[src/rtl/canbridge_glue.sv]
module canbridge_glue #(
  parameter int ADDR_W   = 7,
  parameter int DATA_W   = 32,
  parameter int BYTE_W   = 8,
  parameter int CTL_SPAN = 32,
  parameter int CSR_OFS  = 'h38,
  parameter int EN_BIT   = 13,
  parameter int PEND_BIT = 23,
  parameter int VER_OFS  = 7,
  parameter int VER_NUM  = 13
) (
  input  logic                          clk,
  input  logic                          rst_n,
  input  logic                          bridge_sel,
  input  logic                          ctrl_sel,
  input  logic                          aux_sel,
  input  logic [ADDR_W-1:0]             addr,
  input  logic [DATA_W-1:0]             wdata,
  input  logic                          wr,
  output logic [DATA_W-1:0]             rdata,
  output logic                          ctl_rd,
  output logic                          ctl_wr,
  output logic [$clog2(CTL_SPAN)-1:0]   ctl_addr,
  output logic [BYTE_W-1:0]             ctl_wdata,
  input  logic [BYTE_W-1:0]             ctl_rdata,
  input  logic                          ctl_irq,
  output logic                          ctl_rst,
  output logic                          host_irq
);
  localparam int CTL_AW = $clog2(CTL_SPAN);
  localparam logic [ADDR_W-1:0] CSR_A  = ADDR_W'(CSR_OFS);
  localparam logic [ADDR_W-1:0] SPAN_A = ADDR_W'(CTL_SPAN);
  localparam logic [ADDR_W-1:0] VER_A  = ADDR_W'(VER_OFS);
  localparam logic [BYTE_W-1:0] VER_BYTE = BYTE_W'(VER_NUM << 4);

  logic [DATA_W-1:0] csr_q;
  logic              raw_q;
  logic              host_q;
  logic              rst_pend_q;

  wire csr_hit = bridge_sel && (addr == CSR_A);
  wire csr_wr  = csr_hit && wr;
  wire ctl_hit = ctrl_sel && (addr < SPAN_A);
  wire ver_hit = aux_sel && (addr == VER_A);

  wire en_now  = csr_q[EN_BIT];
  wire en_new  = csr_wr ? wdata[EN_BIT] : en_now;
  wire irq_chg = ctl_irq ^ raw_q;
  wire en_flip = csr_wr && (wdata[EN_BIT] ^ en_now);

  always_ff @(posedge clk or negedge rst_n) begin
    if (!rst_n) begin
      csr_q      <= '0;
      raw_q      <= 1'b0;
      host_q     <= 1'b0;
      rst_pend_q <= 1'b1;
    end else begin
      rst_pend_q <= 1'b0;
      raw_q      <= ctl_irq;
      if (csr_wr) csr_q <= wdata;
      if (irq_chg && en_new)
        host_q <= ctl_irq;
      else if (en_flip && raw_q)
        host_q <= wdata[EN_BIT];
    end
  end

  logic [DATA_W-1:0] status;
  always_comb begin
    status = csr_q;
    status[PEND_BIT] = raw_q;
  end

  always_comb begin
    rdata = '0;
    if (csr_hit)      rdata = status;
    else if (ctl_hit) rdata = DATA_W'(ctl_rdata);
    else if (ver_hit) rdata = DATA_W'(VER_BYTE);
  end

  assign ctl_rd    = ctl_hit && !wr;
  assign ctl_wr    = ctl_hit && wr;
  assign ctl_addr  = addr[CTL_AW-1:0];
  assign ctl_wdata = wdata[BYTE_W-1:0];
  assign ctl_rst   = rst_pend_q;
  assign host_irq  = host_q;

  // the event-driven host line must always equal enable AND recorded level
  a_r4_host_gated: assert property (@(posedge clk) disable iff (!rst_n)
    host_irq == (csr_q[EN_BIT] & raw_q));

  a_r7_other_ofs_inert: assert property (@(posedge clk) disable iff (!rst_n)
    (bridge_sel && wr && addr != CSR_A) |=> $stable(csr_q));

  a_r9_strobe_in_span: assert property (@(posedge clk) disable iff (!rst_n)
    (ctl_rd || ctl_wr) |-> (ctrl_sel && addr < SPAN_A));

  a_r10_aux_zero: assert property (@(posedge clk) disable iff (!rst_n)
    (aux_sel && addr != VER_A && !bridge_sel && !ctrl_sel) |-> rdata == '0);

  a_r11_rst_once: assert property (@(posedge clk) disable iff (!rst_n)
    ctl_rst |=> !ctl_rst);

  a_r8_one_strobe: assert property (@(posedge clk) disable iff (!rst_n)
    $onehot0({ctl_rd, ctl_wr}));
endmodule

[config.mk]
export PLATFORM = sky130hd
export DESIGN_NAME = canbridge_glue
export DESIGN_NICKNAME = d
export VERILOG_FILES = /design/src/rtl/canbridge_glue.sv
export SDC_FILE = /design/constraint.sdc
export NUM_CORES = 1
export LEC_CHECK = 0
export ABC_CLOCK_PERIOD_IN_PS = 1250
export CORE_UTILIZATION = 50
export DETAILED_ROUTE_END_ITERATION = 8
export DONT_BUFFER_PORTS = 1
export HOLD_SLACK_MARGIN = 0.06
export PLACE_DENSITY = 0.62
export SLEW_MARGIN = 20
export SYNTH_ARGS = -nofsm -noshare
export SYNTH_HDL_FRONTEND = slang
export SYNTH_SLANG_ARGS = --single-unit
[constraint.sdc]
create_clock -name clk -period 1.25 [get_ports clk]
set_input_delay 0.0625 -clock clk [delete_from_list [all_inputs] [get_ports clk]]
set_output_delay 0.0625 -clock clk [all_outputs]
set_load 0.02 [all_outputs]
==> metrics <==
count of unresolved DRC violations after routing 0; antenna violations before repair 0; peak supply drop approximately 0.66 mV; Reg2Reg Depth 3; end of the worst hold path host_irq$_DFFE_PN0P_; total of warnings raised by yosys 0; post-synth net total ~200; final setup vio count 0; Mapped Avg Cell Area 12.82 sq um; power per unit of standard cell area 992.5 nW/um^2; global routing's busiest layer met2; dominant cell by count in the synthesized netlist dfrtp_1; remaining global-route overflow 0; height of the die between 60 and 70 um; Die W between 60 and 70 um; count of pins over their slew limit 0; global-route wire length before repair between 6000 and 7000 um; data arrival time of the critical path around 1.2 ns; WS Path Type input port to output pin; critical-path cell with the highest stage delay or4b_4; WHS between 0.09 and 0.1 ns; Worst Hold Class input port to register; number of cells in the design after placement 184; cell depth of the worst min-delay path 2; count of endpoints failing hold in the final timing report 0; maximum fanout along the worst path 4; layout net count 231; maximum clock skew at final layout roughly 0.00012 ns; largest area contributor in the synthesized netlist dfrtp_1; Cell Area, Synth 1897 sq um; clk slew on worst S/H paths approximately 0.070 ns; clock tree from TritonCTS built; global router's overall resource usage 0.2167; delay of the slowest critical-path stage roughly 0.57 ns; leakage component of the power 1.250 nW; total of max-cap violations 0; Routed WL per cell around 19 um; post-CTS setup buffer count 0; Max Buffers Root-to-Sink 2; crit path cell chain or4b_4 -> buf_6 -> nor3_2 -> a31oi_1 -> buf_4; capturing element type of the critical path output pin; cell count after synthesis ~150; full die area 4044 sq um; Hold Startpoint wr; met1 Track Usage GR 0.2520; detailed-route via count 1297; number of detailed-routing iterations run before antenna repair 4; met3 track demand over resource in global routing 0.07428; GR Layer Usage met2 0.3816; wire length after detailed routing between 4000 and 5000 um; average via count per standard cell approximately 5.7; RSZ-0062 raised after global routing yes; time the final worst path needs with I/O delays and setup around 1.2 ns; synthesized flop and latch total 34; DR iter-0 viols 62; number of I/O pins about 100; ys flop type dfrtp_1; area fraction of the dominant cell type after synthesis 0.4354; CTS Root Buffer Type clkbuf_8; beginning of the worst register-to-register path host_irq$_DFFE_PN0P_; number of antenna cells inserted 0; proportion of register bits with asynchronous set or reset after synthesis 1.000; Initial Utilization 0.5181; CP required 1.19 ns; post-route antenna net violation count 0; count of flip-flops with a built-in enable after synthesis 0; count of port buffers added during placement 0; Clock H-tree levels 2; RePlAce Congestion between 0.7 and 0.8; insertion delay of the later-clocked pin in the worst-skew pair approximately 0.28 ns; largest net degree at the start of global routing 35; share of synthesized area occupied by flip-flops and latches 0.4492; Std-Cell Rows 22; number of clock sinks 34; startpoint type of the worst setup path input port; fraction of layout cells with a size suffix above 1 0.3427; core area roughly 3700 sq um; Distinct cells, synth 31; overall power consumption 2.387 mW; ratio of final minimum period to clock period 0.9828; leading post-synthesis cells by cell area dfrtp_1, mux2_4, and3_1; reg2reg end host_irq$_DFFE_PN0P_; clock buffers created by TritonCTS 5; run status completed; final cell count without fillers 226; Total Neg Setup Slack 0 ns; maximum clock frequency ~810 MHz; register-to-register path setup slack 0.22 ns; via count of the first global-routing pass 1359; Syn-to-layout area delta 26.78%; half-perimeter wire length after detailed placement around 2600 um; most numerous cell types in the synthesized netlist dfrtp_1, mux2_4, and3_1
-- registers in the layout (all words and copies together), names as in the netlist --
register  flops
csr_q        31
ctl_rst       1
host_irq      1
raw_q         1
-- logic make-up after synthesis --
kind of cell	share of synthesized area
mux	0.2434
other cells	0.001977
buf+inv	0.08377
simple gates	0.1715
flops	0.4492
compound gates	0.05014
-- through the flow --
step                setup slack (ns)  cell area (sq um)  utilization
floorplan                    0.01035               1901            -
global placement            -0.07587               1904       0.5202
detailed placement          -0.09237               1904       0.5202
CTS                        -0.003060               2381       0.6504
global route               -0.006082               2405       0.6569
finish                       0.02145               2405       0.6569
-- per-layer routing --
layer,part of all wire,up-vias
met3,0.059,4
met5,0,-
met1,0.42,651
li1,-,581
met2,0.52,61
met4,0.0077,0
-- layout make-up --
cell class,instances,area (sq um)
Clock buffer,8,110.1
Timing Repair Buffer,44,457.9
Sequential cell,34,852.1
Inverter,1,3.754
Tap cell,48,60.06
Multi-Input combinational cell,91,920.9
Fill cell,270,1256
-- worst max-delay path by stage --
stage	start	end	slack, ns	cells after the start
finish	addr[1]	rdata[6]	0.02	5
global route	addr[1]	rdata[6]	-0.006	5
CTS	addr[6]	rdata[7]	-0.003	5
detailed placement	addr[6]	rdata[3]	-0.09	3
global placement	addr[6]	rdata[3]	-0.08	3
floorplan	addr[6]	host_irq$_DFFE_PN0P_	0.01	4
-- placed cells by master, fill, tap and decap left out, drive strengths merged, types with 3 or more instances in the layout --
| master | n |
|---|---|
| a22o | 5 |
| a31oi | 3 |
| and3 | 24 |
| buf | 11 |
| clkbuf | 8 |
| dfrtp | 33 |
| dlygate4sd3 | 33 |
| mux2 | 31 |
| nand2 | 6 |
| nor3 | 3 |
-- report_power, final --
part / total [mW] / internal [mW] / switching [mW]
clock network: 0.925 / 0.556 / 0.369
registers: 1.19 / 1.15 / 0.0382
logic: 0.268 / 0.170 / 0.0989
-- critical path, delay by kind of cell --
kind | cells | cell delay (ns)
AO/OA/AOI/OAI | 1 | 0.07
AND/OR/NAND/NOR | 2 | 0.71
buffers and inverters | 2 | 0.32
-- timing repair --
action / CTS / global route
endpoints found under the setup margin: 8 / 3
gates resized for setup: 5 / 5
pin swaps: 0 / 2
endpoints found under the hold margin: 67 / 0
hold buffers: 34 / 0
No activity file was read; power rests on OpenSTA's default activity.
